**src/rtl/fseq_pkg.sv**
```systemverilog
package fseq_pkg;
  typedef enum logic [1:0] {
    FMT_RGB    = 2'd0,
    FMT_YUV444 = 2'd1,
    FMT_YUV422 = 2'd2,
    FMT_YUV420 = 2'd3
  } fmt_e;

  localparam logic [7:0] REG_CTRL   = 8'h00;
  localparam logic [7:0] REG_STATUS = 8'h08;
  localparam logic [7:0] REG_IN_FMT = 8'h10;
  localparam logic [7:0] REG_OUT_FMT = 8'h18;
  localparam logic [7:0] REG_WIDTH  = 8'h20;
  localparam logic [7:0] REG_HEIGHT = 8'h28;

  localparam int CTRL_START_BIT = 0;
  localparam int CTRL_AUTO_BIT  = 7;
endpackage

```
**src/rtl/fseq_cfg_regs.sv**
```systemverilog
module fseq_cfg_regs
  import fseq_pkg::*;
#(
  parameter int AW    = 8,
  parameter int XW    = 14,
  parameter int YW    = 13,
  parameter int MIN_W = 64,
  parameter int MIN_H = 64
) (
  input  logic          clk_i,
  input  logic          rst_ni,
  input  logic          wr_en_i,
  input  logic [AW-1:0] addr_i,
  input  logic [XW-1:0] wd_x_i,
  input  logic [YW-1:0] wd_y_i,
  input  logic [1:0]    wd_fmt_i,
  output fmt_e          in_fmt_o,
  output fmt_e          out_fmt_o,
  output logic [XW-1:0] width_o,
  output logic [YW-1:0] height_o
);
  always_ff @(posedge clk_i or negedge rst_ni) begin
    if (!rst_ni) begin
      in_fmt_o  <= FMT_YUV422;
      out_fmt_o <= FMT_YUV422;
      width_o   <= XW'(MIN_W);
      height_o  <= YW'(MIN_H);
    end else if (wr_en_i) begin
      case (addr_i)
        AW'(REG_IN_FMT):  in_fmt_o  <= fmt_e'(wd_fmt_i);
        AW'(REG_OUT_FMT): out_fmt_o <= fmt_e'(wd_fmt_i);
        AW'(REG_WIDTH):   width_o   <= wd_x_i;
        AW'(REG_HEIGHT):  height_o  <= wd_y_i;
        default: ;
      endcase
    end
  end
endmodule

```
**src/rtl/fseq_geom_chk.sv**
```systemverilog
module fseq_geom_chk #(
  parameter int XW    = 14,
  parameter int YW    = 13,
  parameter int MIN_W = 64,
  parameter int MAX_W = 8192,
  parameter int MIN_H = 64,
  parameter int MAX_H = 4320
) (
  input  logic [XW-1:0] width_i,
  input  logic [YW-1:0] height_i,
  output logic          ok_o
);
  localparam logic [XW-1:0] W_LO = XW'(MIN_W);
  localparam logic [XW-1:0] W_HI = XW'(MAX_W);
  localparam logic [YW-1:0] H_LO = YW'(MIN_H);
  localparam logic [YW-1:0] H_HI = YW'(MAX_H);

  assign ok_o = (width_i >= W_LO) && (width_i <= W_HI) &&
                (height_i >= H_LO) && (height_i <= H_HI);
endmodule

```
**src/rtl/fseq_scan_cnt.sv**
```systemverilog
module fseq_scan_cnt #(
  parameter int XW = 14,
  parameter int YW = 13
) (
  input  logic          clk_i,
  input  logic          rst_ni,
  input  logic          clr_i,
  input  logic          load_i,
  input  logic          adv_i,
  input  logic [XW-1:0] width_i,
  input  logic [YW-1:0] height_i,
  output logic [XW-1:0] x_o,
  output logic [YW-1:0] y_o,
  output logic          last_o
);
  logic [XW-1:0] wm1_q;
  logic [YW-1:0] hm1_q;

  assign last_o = (x_o == wm1_q) && (y_o == hm1_q);

  always_ff @(posedge clk_i or negedge rst_ni) begin
    if (!rst_ni) begin
      x_o   <= '0;
      y_o   <= '0;
      wm1_q <= '0;
      hm1_q <= '0;
    end else if (clr_i) begin
      x_o <= '0;
      y_o <= '0;
    end else if (load_i) begin
      // shadow geometry for the frame being launched
      x_o   <= '0;
      y_o   <= '0;
      wm1_q <= width_i - XW'(1);
      hm1_q <= height_i - YW'(1);
    end else if (adv_i) begin
      if (last_o) begin
        x_o <= '0;
        y_o <= '0;
      end else if (x_o == wm1_q) begin
        x_o <= '0;
        y_o <= y_o + YW'(1);
      end else begin
        x_o <= x_o + XW'(1);
      end
    end
  end

  assert_x_in_line_R4: assert property (@(posedge clk_i) disable iff (!rst_ni)
    (x_o <= wm1_q) && (y_o <= hm1_q));
endmodule

```
**src/rtl/fseq_ctrl.sv**
```systemverilog
module fseq_ctrl (
  input  logic clk_i,
  input  logic rst_ni,
  input  logic sync_clr_i,
  input  logic ctrl_wr_i,
  input  logic wd_start_i,
  input  logic wd_auto_i,
  input  logic geom_ok_i,
  input  logic last_i,
  input  logic status_rd_i,
  output logic start_o,
  output logic auto_o,
  output logic running_o,
  output logic done_o,
  output logic error_o,
  output logic load_o
);
  logic start_eff, auto_eff, launch, chain, want, fail, finish;

  assign start_eff = ctrl_wr_i ? wd_start_i : start_o;
  assign auto_eff  = ctrl_wr_i ? wd_auto_i  : auto_o;
  assign launch    = !running_o && ctrl_wr_i && wd_start_i;
  assign chain     = running_o && last_i && start_eff && auto_eff;
  assign want      = launch || chain;
  assign load_o    = want && geom_ok_i;
  assign fail      = want && !geom_ok_i;
  assign finish    = running_o && last_i && !chain;

  always_ff @(posedge clk_i or negedge rst_ni) begin
    if (!rst_ni) begin
      start_o   <= 1'b0;
      auto_o    <= 1'b0;
      running_o <= 1'b0;
      done_o    <= 1'b0;
      error_o   <= 1'b0;
    end else if (sync_clr_i) begin
      start_o   <= 1'b0;
      auto_o    <= 1'b0;
      running_o <= 1'b0;
      done_o    <= 1'b0;
      error_o   <= 1'b0;
    end else begin
      if (ctrl_wr_i) begin
        start_o <= wd_start_i;
        auto_o  <= wd_auto_i;
      end
      if (fail || finish) start_o <= 1'b0;

      if (load_o)               running_o <= 1'b1;
      else if (finish || fail)  running_o <= 1'b0;

      // end-of-frame set wins over a same-cycle status read
      if (running_o && last_i)  done_o <= 1'b1;
      else if (status_rd_i)     done_o <= 1'b0;

      if (fail)                 error_o <= 1'b1;
      else if (load_o)          error_o <= 1'b0;
    end
  end

  assert_done_on_end_R5: assert property (@(posedge clk_i) disable iff (!rst_ni)
    (running_o && last_i && !sync_clr_i) |=> done_o);
  assert_bad_geom_blocks_R3: assert property (@(posedge clk_i) disable iff (!rst_ni)
    (fail && !sync_clr_i) |=> (error_o && !running_o && !start_o));
  assert_oneshot_stops_R4: assert property (@(posedge clk_i) disable iff (!rst_ni)
    (running_o && last_i && !auto_eff && !sync_clr_i) |=> (!running_o && !start_o));
  assert_clear_idles_R9: assert property (@(posedge clk_i) disable iff (!rst_ni)
    sync_clr_i |=> (!running_o && !start_o && !auto_o && !done_o && !error_o));
endmodule

```
**src/rtl/frame_seq_ctrl.sv**
```systemverilog
module frame_seq_ctrl
  import fseq_pkg::*;
#(
  parameter int AW    = 8,
  parameter int DW    = 32,
  parameter int MIN_W = 64,
  parameter int MAX_W = 8192,
  parameter int MIN_H = 64,
  parameter int MAX_H = 4320,
  localparam int XW   = $clog2(MAX_W + 1),
  localparam int YW   = $clog2(MAX_H + 1)
) (
  input  logic          clk_i,
  input  logic          rst_ni,
  input  logic          sync_clr_i,
  input  logic          wr_en_i,
  input  logic          rd_en_i,
  input  logic [AW-1:0] addr_i,
  input  logic [DW-1:0] wdata_i,
  output logic [DW-1:0] rdata_o,
  output logic [1:0]    in_fmt_o,
  output logic [1:0]    out_fmt_o,
  output logic [XW-1:0] pix_x_o,
  output logic [YW-1:0] line_y_o,
  output logic          frame_end_o,
  output logic          running_o,
  output logic          done_o,
  output logic          idle_o,
  output logic          error_o
);
  fmt_e          in_fmt, out_fmt;
  logic [XW-1:0] width;
  logic [YW-1:0] height;
  logic          geom_ok, last, load, start_bit, auto_bit;
  logic          ctrl_wr, status_rd;
  logic [DW-1:0] rd_mux;
  logic          unused_wdata;

  assign unused_wdata = ^wdata_i;
  assign ctrl_wr   = wr_en_i && (addr_i == AW'(REG_CTRL));
  assign status_rd = rd_en_i && (addr_i == AW'(REG_STATUS));

  fseq_cfg_regs #(.AW(AW), .XW(XW), .YW(YW), .MIN_W(MIN_W), .MIN_H(MIN_H)) u_cfg (
    .clk_i, .rst_ni, .wr_en_i, .addr_i,
    .wd_x_i(wdata_i[XW-1:0]), .wd_y_i(wdata_i[YW-1:0]), .wd_fmt_i(wdata_i[1:0]),
    .in_fmt_o(in_fmt), .out_fmt_o(out_fmt), .width_o(width), .height_o(height)
  );

  fseq_geom_chk #(.XW(XW), .YW(YW), .MIN_W(MIN_W), .MAX_W(MAX_W),
                  .MIN_H(MIN_H), .MAX_H(MAX_H)) u_chk (
    .width_i(width), .height_i(height), .ok_o(geom_ok)
  );

  fseq_ctrl u_ctrl (
    .clk_i, .rst_ni, .sync_clr_i, .ctrl_wr_i(ctrl_wr),
    .wd_start_i(wdata_i[CTRL_START_BIT]), .wd_auto_i(wdata_i[CTRL_AUTO_BIT]),
    .geom_ok_i(geom_ok), .last_i(last), .status_rd_i(status_rd),
    .start_o(start_bit), .auto_o(auto_bit), .running_o(running_o),
    .done_o(done_o), .error_o(error_o), .load_o(load)
  );

  fseq_scan_cnt #(.XW(XW), .YW(YW)) u_cnt (
    .clk_i, .rst_ni, .clr_i(sync_clr_i), .load_i(load), .adv_i(running_o),
    .width_i(width), .height_i(height), .x_o(pix_x_o), .y_o(line_y_o), .last_o(last)
  );

  assign idle_o      = !running_o;
  assign frame_end_o = running_o && last;
  assign in_fmt_o    = in_fmt;
  assign out_fmt_o   = out_fmt;

  always_comb begin
    rd_mux = '0;
    case (addr_i)
      AW'(REG_CTRL): begin
        rd_mux[CTRL_START_BIT] = start_bit;
        rd_mux[CTRL_AUTO_BIT]  = auto_bit;
      end
      AW'(REG_STATUS):  rd_mux[3:0] = {error_o, idle_o, done_o, running_o};
      AW'(REG_IN_FMT):  rd_mux[1:0] = in_fmt;
      AW'(REG_OUT_FMT): rd_mux[1:0] = out_fmt;
      AW'(REG_WIDTH):   rd_mux[XW-1:0] = width;
      AW'(REG_HEIGHT):  rd_mux[YW-1:0] = height;
      default: ;
    endcase
  end

  always_ff @(posedge clk_i or negedge rst_ni) begin
    if (!rst_ni)      rdata_o <= '0;
    else if (rd_en_i) rdata_o <= rd_mux;
  end

  assert_chain_origin_R6: assert property (@(posedge clk_i) disable iff (!rst_ni)
    (frame_end_o && start_bit && auto_bit && geom_ok && !wr_en_i && !sync_clr_i)
      |=> (running_o && pix_x_o == '0 && line_y_o == '0));
  assert_idle_excl_R10: assert property (@(posedge clk_i) disable iff (!rst_ni)
    (error_o && $rose(error_o)) |-> !running_o);
endmodule

```
**config.mk**
```make
export PLATFORM = sky130hd
export DESIGN_NAME = frame_seq_ctrl
export DESIGN_NICKNAME = d
export VERILOG_FILES = /design/src/rtl/fseq_pkg.sv /design/src/rtl/fseq_cfg_regs.sv /design/src/rtl/fseq_geom_chk.sv /design/src/rtl/fseq_scan_cnt.sv /design/src/rtl/fseq_ctrl.sv /design/src/rtl/frame_seq_ctrl.sv
export SDC_FILE = /design/constraint.sdc
export NUM_CORES = 1
export LEC_CHECK = 0
export ABC_AREA = 1
export BUFFER_PORTS_ARGS = -buffer_cell sky130_fd_sc_hd__buf_2
export CORE_ASPECT_RATIO = 0.8
export CORE_UTILIZATION = 55
export CTS_BUF_LIST = sky130_fd_sc_hd__clkbuf_8
export CTS_CLUSTER_DIAMETER = 150
export DETAILED_ROUTE_END_ITERATION = 8
export GPL_TIMING_DRIVEN = 0
export PLACE_DENSITY = 0.85
export SYNTH_ARGS = -nofsm -noshare
export SYNTH_HDL_FRONTEND = slang
export SYNTH_SLANG_ARGS = --single-unit
```
**constraint.sdc**
```tcl
create_clock -name clk_i -period 5.16 [get_ports clk_i]
set_clock_uncertainty 0.1 [all_clocks]
set_input_delay 0.516 -clock clk_i [delete_from_list [all_inputs] [get_ports clk_i]]
set_output_delay 0.516 -clock clk_i [all_outputs]
set_load 0.01 [all_outputs]
```
==> out/qor.yml <==
yosys:
  ys_seq_area_share_pct: 42.9
  synthFlopType: "dfrtp_1"
  yosysTopAreaCell: "dfrtp_1"
  ys_async_sr_fraction_pct: 100
  synth_edf_count: 0
  synth.distinct_cells: 40
  synth.area.top_cells: "dfrtp_1 41%, nand2_1 13%, inv_1 5.6%"
  ys_seq_elements: 104
  netlist_instances: 823
  syn_area_um2: 6080
  syn_avg_cell_area_um2: 7.39
  yosysTopAreaCellShare_pct: 41.2
  ys_warn_count: 0
placement:
  hpwlAfterDp_um: 11800
  dp_slack_ps: 2480
  gp_congestion: 0.941
  io_buffers: 75
die:
  die_x_um: 120
  core_area_um2: 10500
  die-area_um2: 11500
  die_y_um: 96.0
  io_pins: 113
  rows: 33
  start_util_pct: 58.0
global_route:
  antenna_found_initial: 0
  grt_pass1_vias: 5146
  grt_max_degree: 55
  grtUsageTotal_pct: 28.6
  grt_pass1_wl_um: 25400
  grt_overflow: 0
routing:
  routedWlPerCell_um: 14.2
  dr.pass1.iters: 6
  drtIter0Drc: 562
  postRouteAntennaNets: 0
  drt_wl_total_um: 15200
  avgViaCountPerCell: 5.29
  drc: 0
  via_count: 5675
pwr:
  total_power_mw: 1.61
  p_per_area_nw_per_um2: 234
  peakVddDrop_mv: 0.179
  p_leak_nw: 3.50
clocking:
  post-cts-setup-buffers: 0
  tritoncts: "done"
  ctsHoldBuffers: 0
  cts_buffers: 9
  clk_path_buf_depth: 2
  clock-sinks: 104
  clock_latency_ps: 390
  cts_resized: 0
  ctsHtreeMaxLevel: 3
  clock-root-buffer: "clkbuf_8"
  clk_pin_slew_ps: 100
sta:
  slew_headroom_pct: 54.0
  min_period_ps: 2680
  slew_violations: 0
  setup_violations: 0
  rsz0062_at_grt: "no"
  finalWorstSetupSlack_ps: 2480
  fmax_mhz: 372
  worst_pin_slew_ps: 687
  tns_ps: 0
  hold_viol_final: 0
  finalCritPeriodShare_pct: 52.0
critical_path:
  cp.required_ps: 4540
  crit_fanout: 7
  critPathKind: "reg -> out"
  cp-end-kind: "output port"
  cp.arrival_ps: 2070
  cp-start-kind: "flop"
status:
  status: "complete, no violations"
cells_and_area:
  fillers: 921
  layout_commonest_cell: "nand2_1"
  area_growth_pct: 13.4
  antenna_cells: 0
  layout_common_cells: "215 x nand2_1, 100 x dfrtp_1, 92 x inv_1"
  final_net_count: 978
  drive_above_1_share_pct: 16.5
run:
  cap_violations: 0
worst_hold_path:
  min_path_type: "in -> async"
-- report_power, final --
| group | internal (mW) | switching [mW] |
|---|---|---|
| logic | 0.100 | 0.165 |
| clock network | 0.177 | 0.298 |
| registers | 0.841 | 0.0314 |
| total | 1.12 | 0.494 |
-- critical path: stages (launching register included) --
cell and delay (ps):
dfrtp_1 490, inv_2 70, nand2_1 60, nand2_1 40
nor2_1 150, nand2_1 80, nor2_1 100, nand2_1 130
nor2_4 240, nand2_1 120, inv_1 90, buf_2 130
-- cells by family (layout without fill, tap and decap cells) --
family | after synthesis | count (layout) | share of synthesized area, %
buffers and inverters | 155 | 247 | 11.2
AOI/OAI and AO/OA | 130 | 130 | 11.7
and+or+nand+nor | 387 | 387 | 27.2
xor gates and xnor gates | 40 | 40 | 5.76
adders and majority gates | 6 | 6 | 1.24
other | 1 | 18 | 0.0617
DFF | 104 | 104 | 42.9
-- synthesized netlist by cell type (17+ instances only) --
library cell,count
o21ai_1,20
nor2_1,84
nand2_1,215
inv_1,91
dfrtp_1,100
nand3_1,41
buf_4,18
o21ai_0,63
inv_2,17
a21oi_1,27
xor2_1,28
nand4_1,17
-- flip-flops by register name, summed over array words and instances (netlist names), 2 cells and up --
signal / flops
rdata_o: 14
u_cfg.width_o: 14
u_cnt.wm1_q: 14
u_cnt.x_o: 14
u_cfg.height_o: 13
u_cnt.hm1_q: 13
u_cnt.y_o: 13
u_cfg.in_fmt_o: 2
u_cfg.out_fmt_o: 2
-- worst paths after layout --
path / start / cells past startpoint / slack (ps) / to
setup reg to reg: u_cnt.x_o[0] / 14 / 2570 / u_cnt.x_o[10]
max in group asynchronous: rst_ni / 2 / 4160 / u_cfg.height_o[6]
setup / recovery: u_cnt.x_o[0] / 11 / 2480 / frame_end_o
min in group clk_i: wdata_i[1] / 3 / 280 / u_cfg.out_fmt_o[1]
hold reg to reg: rdata_o[3] / 2 / 390 / rdata_o[3]
hold / removal: rst_ni / 1 / 70 / u_cnt.x_o[6]
-- per-stage QoR --
step / area, um2 / hold WS, ps / cells / utilization, %
after global routing: 6900 / 108 / 1072 / 65.7
after floorplan: 6140 / 120 / 840 / -
after detailed placement: 6720 / 368 / 1056 / 64.1
final: 6900 / 65.5 / 1072 / 65.7
after global placement: 6690 / 365 / 1055 / 63.8
after CTS: 6900 / 82.5 / 1072 / 65.7
-- cell type report --
class                   instances  area, um2  share of cell area, %
repair buffers                 76        405                   5.88
clock buffers                   9        124                   1.80
clock inverters                 7       48.8                  0.708
flip-flops and latches        104       2610                   37.8
multi-input cells             581       2860                   41.4
well taps                     140        175                   2.54
plain buffers                  44        263                   3.81
inverters                     111        417                   6.04
-- metal layers --
metal	up-vias	routed length (um)	GRT usage (%)
met3	27	1150	5.57
li1	2786	-	-
met5	-	0	0
met4	0	295	9.06
met1	2643	7130	40.4
met2	219	6670	44.4
(Power assumes the default switching activity.)
